[src/rtl/vsecc_pkg.sv]
package vsecc_pkg;
  typedef enum logic [1:0] {
    REQ_READ  = 2'd0,
    REQ_FILL  = 2'd1,
    REQ_ALLOC = 2'd2,
    REQ_KILL  = 2'd3
  } req_e;

  function automatic int max_i(input int a, input int b);
    return (a > b) ? a : b;
  endfunction
endpackage

[src/rtl/vsecc_slot_pick.sv]
module vsecc_slot_pick #(
  parameter int NUM_SLOTS = 4,
  localparam int PW = (NUM_SLOTS > 1) ? $clog2(NUM_SLOTS) : 1
) (
  input  logic [NUM_SLOTS-1:0] used_i,
  output logic                 found_o,
  output logic [PW-1:0]        idx_o
);
  // lowest free index wins
  always_comb begin
    found_o = 1'b0;
    idx_o   = '0;
    for (int i = NUM_SLOTS - 1; i >= 0; i--) begin
      if (!used_i[i]) begin
        found_o = 1'b1;
        idx_o   = PW'(i);
      end
    end
  end
endmodule

[src/rtl/vsecc_rd_engine.sv]
module vsecc_rd_engine #(
  parameter int DATA_W   = 32,
  parameter int BASE_LAT = 1,
  parameter int SEC_LAT  = 1,
  parameter int MEC_LAT  = 15,
  localparam int SEC_TOT = BASE_LAT + SEC_LAT,
  localparam int MEC_TOT = BASE_LAT + MEC_LAT,
  localparam int CW      = (vsecc_pkg::max_i(SEC_TOT, MEC_TOT) > 2) ?
                           $clog2(vsecc_pkg::max_i(SEC_TOT, MEC_TOT)) : 1
) (
  input  logic              clk_i,
  input  logic              rst_ni,
  input  logic              start_i,
  input  logic              ext_i,
  input  logic [DATA_W-1:0] data_i,
  output logic              busy_o,
  output logic              done_o,
  output logic              path_o,
  output logic [DATA_W-1:0] data_o
);
  logic [CW-1:0]     cnt_q;
  logic              busy_q, done_q, path_q;
  logic [DATA_W-1:0] data_q;

  always_ff @(posedge clk_i or negedge rst_ni) begin
    if (!rst_ni) begin
      cnt_q  <= '0;
      busy_q <= 1'b0;
      done_q <= 1'b0;
      path_q <= 1'b0;
      data_q <= '0;
    end else if (start_i) begin
      busy_q <= 1'b1;
      done_q <= 1'b0;
      path_q <= ext_i;
      data_q <= data_i;
      cnt_q  <= ext_i ? CW'(MEC_TOT - 1) : CW'(SEC_TOT - 1);
    end else if (busy_q) begin
      if (cnt_q == '0) begin
        busy_q <= 1'b0;
        done_q <= 1'b1;
      end else begin
        cnt_q  <= cnt_q - 1'b1;
        done_q <= 1'b0;
      end
    end else begin
      done_q <= 1'b0;
    end
  end

  assign busy_o = busy_q;
  assign done_o = done_q;
  assign path_o = path_q;
  assign data_o = data_q;

  assert_no_restart_R8: assert property (@(posedge clk_i) disable iff (!rst_ni)
    start_i |-> !busy_q);
  assert_done_pulse_R2: assert property (@(posedge clk_i) disable iff (!rst_ni)
    done_q |=> !done_q);
  assert_done_after_busy_R4: assert property (@(posedge clk_i) disable iff (!rst_ni)
    $rose(done_q) |-> $past(busy_q) && !busy_q);
endmodule

[src/rtl/vsecc_way_mgr.sv]
module vsecc_way_mgr
  import vsecc_pkg::*;
#(
  parameter int NUM_SETS  = 4,
  parameter int NUM_WAYS  = 16,
  parameter int NUM_SLOTS = 4,
  parameter int DATA_W    = 32,
  parameter int BASE_LAT  = 1,
  parameter int SEC_LAT   = 1,
  parameter int MEC_LAT   = 15,
  localparam int SW = (NUM_SETS > 1) ? $clog2(NUM_SETS) : 1,
  localparam int WW = (NUM_WAYS > 1) ? $clog2(NUM_WAYS) : 1,
  localparam int PW = (NUM_SLOTS > 1) ? $clog2(NUM_SLOTS) : 1
) (
  input  logic                       clk_i,
  input  logic                       rst_ni,
  input  logic                       req_valid_i,
  output logic                       req_ready_o,
  input  logic [1:0]                 req_type_i,
  input  logic [SW-1:0]              req_set_i,
  input  logic [WW-1:0]              req_way_i,
  input  logic [DATA_W-1:0]          req_data_i,
  output logic [NUM_SETS-1:0]        rd_done_o,
  output logic [NUM_SETS-1:0]        rd_path_o,
  output logic [NUM_SETS*DATA_W-1:0] rd_data_o,
  output logic                       grant_o,
  output logic                       ovf_o,
  output logic                       blk_o,
  output logic                       miss_o,
  output logic [PW-1:0]              slot_o
);
  logic [NUM_WAYS-1:0]  vld_q [NUM_SETS];
  logic [NUM_WAYS-1:0]  ext_q [NUM_SETS];
  logic [NUM_WAYS-1:0]  dis_q [NUM_SETS];
  logic [PW-1:0]        ptr_q [NUM_SETS][NUM_WAYS];
  logic [NUM_SLOTS-1:0] used_q[NUM_SETS];
  logic [DATA_W-1:0]    mem_q [NUM_SETS][NUM_WAYS];

  logic [NUM_SETS-1:0]  busy, start;
  req_e                 rt;
  logic                 acc, w_vld, w_ext, w_dis;
  logic [PW-1:0]        w_ptr, pick_idx;
  logic                 pick_found;
  logic [NUM_SLOTS-1:0] sel_used;
  logic [DATA_W-1:0]    sel_data;

  assign rt          = req_e'(req_type_i);
  assign req_ready_o = !busy[req_set_i];
  assign acc         = req_valid_i && req_ready_o;
  assign w_vld       = vld_q[req_set_i][req_way_i];
  assign w_ext       = ext_q[req_set_i][req_way_i];
  assign w_dis       = dis_q[req_set_i][req_way_i];
  assign w_ptr       = ptr_q[req_set_i][req_way_i];
  assign sel_used    = used_q[req_set_i];
  assign sel_data    = mem_q[req_set_i][req_way_i];

  vsecc_slot_pick #(.NUM_SLOTS(NUM_SLOTS)) i_pick (
    .used_i (sel_used),
    .found_o(pick_found),
    .idx_o  (pick_idx)
  );

  for (genvar g = 0; g < NUM_SETS; g++) begin : g_eng
    assign start[g] = acc && (rt == REQ_READ) && (req_set_i == SW'(g)) && w_vld && !w_dis;
    vsecc_rd_engine #(
      .DATA_W(DATA_W), .BASE_LAT(BASE_LAT), .SEC_LAT(SEC_LAT), .MEC_LAT(MEC_LAT)
    ) i_eng (
      .clk_i  (clk_i),
      .rst_ni (rst_ni),
      .start_i(start[g]),
      .ext_i  (w_ext),
      .data_i (sel_data),
      .busy_o (busy[g]),
      .done_o (rd_done_o[g]),
      .path_o (rd_path_o[g]),
      .data_o (rd_data_o[g*DATA_W +: DATA_W])
    );
  end

  // data array carries no reset; valid flag guards every read
  always_ff @(posedge clk_i) begin
    if (acc && rt == REQ_FILL && !w_dis) mem_q[req_set_i][req_way_i] <= req_data_i;
  end

  always_ff @(posedge clk_i or negedge rst_ni) begin
    if (!rst_ni) begin
      for (int s = 0; s < NUM_SETS; s++) begin
        vld_q[s]  <= '0;
        ext_q[s]  <= '0;
        dis_q[s]  <= '0;
        used_q[s] <= '0;
        for (int w = 0; w < NUM_WAYS; w++) ptr_q[s][w] <= '0;
      end
      grant_o <= 1'b0;
      ovf_o   <= 1'b0;
      blk_o   <= 1'b0;
      miss_o  <= 1'b0;
      slot_o  <= '0;
    end else begin
      grant_o <= 1'b0;
      ovf_o   <= 1'b0;
      blk_o   <= 1'b0;
      miss_o  <= 1'b0;
      if (acc) begin
        unique case (rt)
          REQ_READ: begin
            if (w_dis)       blk_o  <= 1'b1;
            else if (!w_vld) miss_o <= 1'b1;
          end
          REQ_FILL: begin
            if (w_dis) blk_o <= 1'b1;
            else       vld_q[req_set_i][req_way_i] <= 1'b1;
          end
          REQ_ALLOC: begin
            if (w_dis) begin
              blk_o <= 1'b1;
            end else if (w_ext) begin
              grant_o <= 1'b1;
              slot_o  <= w_ptr;
            end else if (pick_found) begin
              grant_o <= 1'b1;
              slot_o  <= pick_idx;
              ext_q[req_set_i][req_way_i] <= 1'b1;
              ptr_q[req_set_i][req_way_i] <= pick_idx;
              used_q[req_set_i][pick_idx] <= 1'b1;
            end else begin
              // no parity slot left: retire the way
              ovf_o <= 1'b1;
              dis_q[req_set_i][req_way_i] <= 1'b1;
              vld_q[req_set_i][req_way_i] <= 1'b0;
            end
          end
          REQ_KILL: begin
            dis_q[req_set_i][req_way_i] <= 1'b1;
            vld_q[req_set_i][req_way_i] <= 1'b0;
            ext_q[req_set_i][req_way_i] <= 1'b0;
            if (w_ext) used_q[req_set_i][w_ptr] <= 1'b0;
          end
          default: ;
        endcase
      end
    end
  end

  assert_hold_off_R8: assert property (@(posedge clk_i) disable iff (!rst_ni)
    (req_valid_i && !req_ready_o) |=> !(grant_o || ovf_o || blk_o || miss_o));
  assert_pick_free_R3: assert property (@(posedge clk_i) disable iff (!rst_ni)
    pick_found |-> !sel_used[pick_idx]);
  assert_pick_found_R10: assert property (@(posedge clk_i) disable iff (!rst_ni)
    !(&sel_used) |-> pick_found);
  assert_ovf_full_R5: assert property (@(posedge clk_i) disable iff (!rst_ni)
    ovf_o |-> (&used_q[$past(req_set_i)]));
  assert_resp_excl_R11: assert property (@(posedge clk_i) disable iff (!rst_ni)
    $onehot0({grant_o, ovf_o, blk_o, miss_o}));
  assert_grant_owned_R3: assert property (@(posedge clk_i) disable iff (!rst_ni)
    grant_o |-> used_q[$past(req_set_i)][slot_o]);
endmodule

[config.mk]
export PLATFORM = sky130hd
export DESIGN_NAME = vsecc_way_mgr
export DESIGN_NICKNAME = d
export VERILOG_FILES = /design/src/rtl/vsecc_pkg.sv /design/src/rtl/vsecc_slot_pick.sv /design/src/rtl/vsecc_rd_engine.sv /design/src/rtl/vsecc_way_mgr.sv
export SDC_FILE = /design/constraint.sdc
export NUM_CORES = 2
export LEC_CHECK = 0
export ABC_AREA = 0
export BUFFER_PORTS_ARGS = -buffer_cell sky130_fd_sc_hd__buf_2
export CORE_AREA = 2 2 542 544
export CTS_BUF_LIST = sky130_fd_sc_hd__clkbuf_4 sky130_fd_sc_hd__clkbuf_8
export DETAILED_ROUTE_END_ITERATION = 8
export DIE_AREA = 0 0 544 546
export PLACE_DENSITY_LB_ADDON = 0.05
export SETUP_SLACK_MARGIN = 0.2
export SLEW_MARGIN = 20
export SYNTH_ARGS = -nofsm -noshare
export SYNTH_HDL_FRONTEND = slang
export SYNTH_SLANG_ARGS = --single-unit
[constraint.sdc]
create_clock -name clk_i -period 6.55 [get_ports clk_i]
set_input_delay 1.31 -clock clk_i [delete_from_list [all_inputs] [get_ports clk_i]]
set_output_delay 1.31 -clock clk_i [all_outputs]
set_load 0.005 [all_outputs]
==> flow_summary.ini <==
[floorplanning]
rows = 199
die-width_um = 544
boundaryPins = 186
core_sq_mm = 0.292
die_h_um = 546
fp.dieArea_sq_mm = 0.297
initial_core_util_pct = 34.7

[grt]
grt_pass1_vias = 57669
grt_pass1_wl_um = 508000
antenna_found_initial = 31
globalRoute.totalOverflow = 0
grtUsageTotal_pct = 24.9
grt_max_degree = 154

[synth]
syn_area_sq_mm = 0.101
synth_flop_cell = edfxtp_1
yosysWarnings = 0
seq_area_frac_synth_pct = 72.9
yosysUniqueCellTypes = 82
synth_edf_count = 2048
syn_avg_cell_area_sq_um = 19.3
synth-seq-cells = 2546
async_flop_share_pct = 19.6
syn_inst = 5252
syn-num-nets = 5299

[clocking]
worstSkewPairLatency_ns = 1.12
root_buffer = clkbuf_8
holdBufCountCts = 0
cts_num_sinks = 2546
cts_tree = yes
htreeDepth = 5
cts_buffers = 446
cts_setup_buffers = 0
cts_resized = 0
max-clock-path-buffers = 4
path_clk_slew_ns = 0.06

[setup_path]
worstPathArrival_ns = 5.67
path_class = input port to register
cp-end-kind = register
crit_required_ns = 7.46
cp.buffers_inverters = 3
cp_top_family = multiplexers
cp_cell_sequence = buf_8 -> buf_12 -> buf_4 -> mux4_2 -> mux2i_1 -> o21ai_1 -> a211oi_2 -> and3b_1 -> a21oi_1
crit_path_max_incr_delay_ns = 0.88
slowest_stage = a211oi_2
cp-start-kind = input port
path_max_fanout = 47

[timing]
fmax_mhz = 210
fin_hold_ws_ns = 0.184
finalCritPeriodShare_pct = 72.7
setup_tns_ns = 0
slew_headroom_pct = 15.3
setup_viol = 0
tightest_slew_ns = 1.27
rsz0062_at_grt = no
finalCriticalPeriod_ns = 4.76
skew_ns = 0.0612
hold_violations = 0
slew_violations = 0

[layout]
area_delta_synth_final_pct = 15.9
nets = 5878
final_core_util_pct = 40.3
final_layout_size_suffix_gt1_share_pct = 35.8

[place]
place_congestion = 0.835
numPortBuffers = 185
dp_hpwl_um = 232000

[power]
power_mw = 35.0
power.leakage_nw = 41.1
power_density_mw_per_mm2 = 298
ir_worst_vdd_v = 0.000201

[outcome]
status = finished clean

[run]
cap_violations = 0

[routing]
wl_per_cell_um = 36.9
drc = 0
dr.pass1.iters = 8
drt_iter0_drc = 6830
via_per_inst = 5.66
ant_nets = 0
wirelength_um = 373000
num_vias = 57143

[min_path]
hold_class = input port to asynchronous set/reset pin
[path summary, 6_finish.rpt]
path / start / to / slack, ns / cells past startpoint
worst min register to register: dis_q[54] / dis_q[54] / 0.46 / 1
worst min-delay path: rst_ni / ptr_q[36] / 0.18 / 1
max in group asynchronous: rst_ni / g_eng[3].i_eng.data_o[4] / 4.93 / 2
worst max register to register: dis_q[22] / mem_q[2][496] / 2.65 / 9
worst max-delay path: req_set_i[1] / used_q[4] / 1.79 / 9
min in group clk_i: dis_q[54] / dis_q[54] / 0.46 / 1
[placed cells by master, fill, tap and decap left out, drive strengths merged, types with 13 or more instances in the layout]
cell    netlist  layout
o211ai       14      14
mux2        247     247
o221a        13      13
nand2       188     188
a31o         64      64
a22oi       130     130
nor2        234     234
nor3         44      44
nand3        87      87
buf         233     499
clkinv        0     113
dfrtp       498     498
a31oi        60      60
inv          27      43
o21ai        32      32
mux4        598     598
edfxtp     2048    2048
mux2i        84      84
nand4        19      19
clkbuf      135     648
o21a         14      14
a41oi        51      51
a21oi       238     238
a22o         14      14
[through the flow]
step,setup WS [ns],cells,area [sq um]
2_1_floorplan,0.440,5252,101000
3_3_place_gp,0.794,9301,109000
3_5_place_dp,0.759,9302,109000
4_1_cts,1.95,10089,118000
5_1_grt,1.83,10095,118000
6_report,1.79,10101,118000
[worst reg2reg max path, stage by stage (launching register included)]
cell and delay, ns:
dfrtp_1 0.39, mux4_2 0.51, a22o_1 0.26, a31oi_1 0.24, nand4_1 0.26, nand2_4 0.14, nand3_4 0.09, buf_12 0.33
nor3_2 0.73, buf_4 0.54
[synthesized netlist by cell type (all sizes together), types with 60 or more instances]
| cell type | instances | area, sq um |
|---|---|---|
| edfxtp | 2048 | 61500 |
| mux4 | 598 | 13500 |
| dfrtp | 498 | 12500 |
| mux2 | 247 | 2800 |
| a21oi | 238 | 1190 |
| nor2 | 234 | 881 |
| buf | 233 | 1700 |
| nand2 | 188 | 706 |
| clkbuf | 135 | 507 |
| a22oi | 130 | 976 |
| nand3 | 87 | 440 |
| mux2i | 84 | 841 |
| a31o | 64 | 561 |
| a31oi | 60 | 375 |
[routing by layer]
layer,track usage [%],routed length (um)
met5,0,51
met2,39.7,176000
met4,7.14,11800
met3,4.49,25900
met1,34.8,159000
[sequential cells by signal, summed over array words and instances, names as in the netlist, named ones only]
| name | cells |
|---|---|
| g_eng.i_eng.busy_o | 4 |
| g_eng.i_eng.cnt_q | 16 |
| slot_o | 2 |
| g_eng.i_eng.path_o | 4 |
| ptr_q | 128 |
| blk_o | 1 |
| mem_q | 2048 |
| grant_o | 1 |
| used_q | 16 |
| ovf_o | 1 |
| miss_o | 1 |
| g_eng.i_eng.data_o | 128 |
| g_eng.i_eng.done_o | 4 |
| dis_q | 64 |
[area by class of cell]
cell class | instances | area (sq um)
Timing Repair Buffer | 499 | 3950
Sequential cell | 2546 | 74000
Fill cell | 26520 | 174000
Clock inverter | 139 | 985
Multi-Input combinational cell | 2311 | 25800
Clock buffer | 648 | 7860
Inverter | 27 | 108
Antenna cell | 12 | 30.0
Tap cell | 3919 | 4900
[logic make-up after synthesis]
| logic type | Yosys count | share of synthesized area [%] |
|---|---|---|
| flip-flops | 2546 | 72.9 |
| multiplexers | 929 | 16.9 |
| XOR/XNOR | 4 | 0.0345 |
| AO/OA/AOI/OAI | 722 | 4.93 |
| adder cells (fa/ha/maj) | 4 | 0.0493 |
| AND/OR/NAND/NOR | 652 | 2.94 |
| buffers and inverters | 395 | 2.28 |
[where the power goes]
part	leakage [nW]	switching (mW)	internal, mW
Combinational	11.1	1.67	0.771
Sequential	25.2	0.108	17.7
Clock	4.72	6.78	7.98
Power figures use the tool's default switching activity.
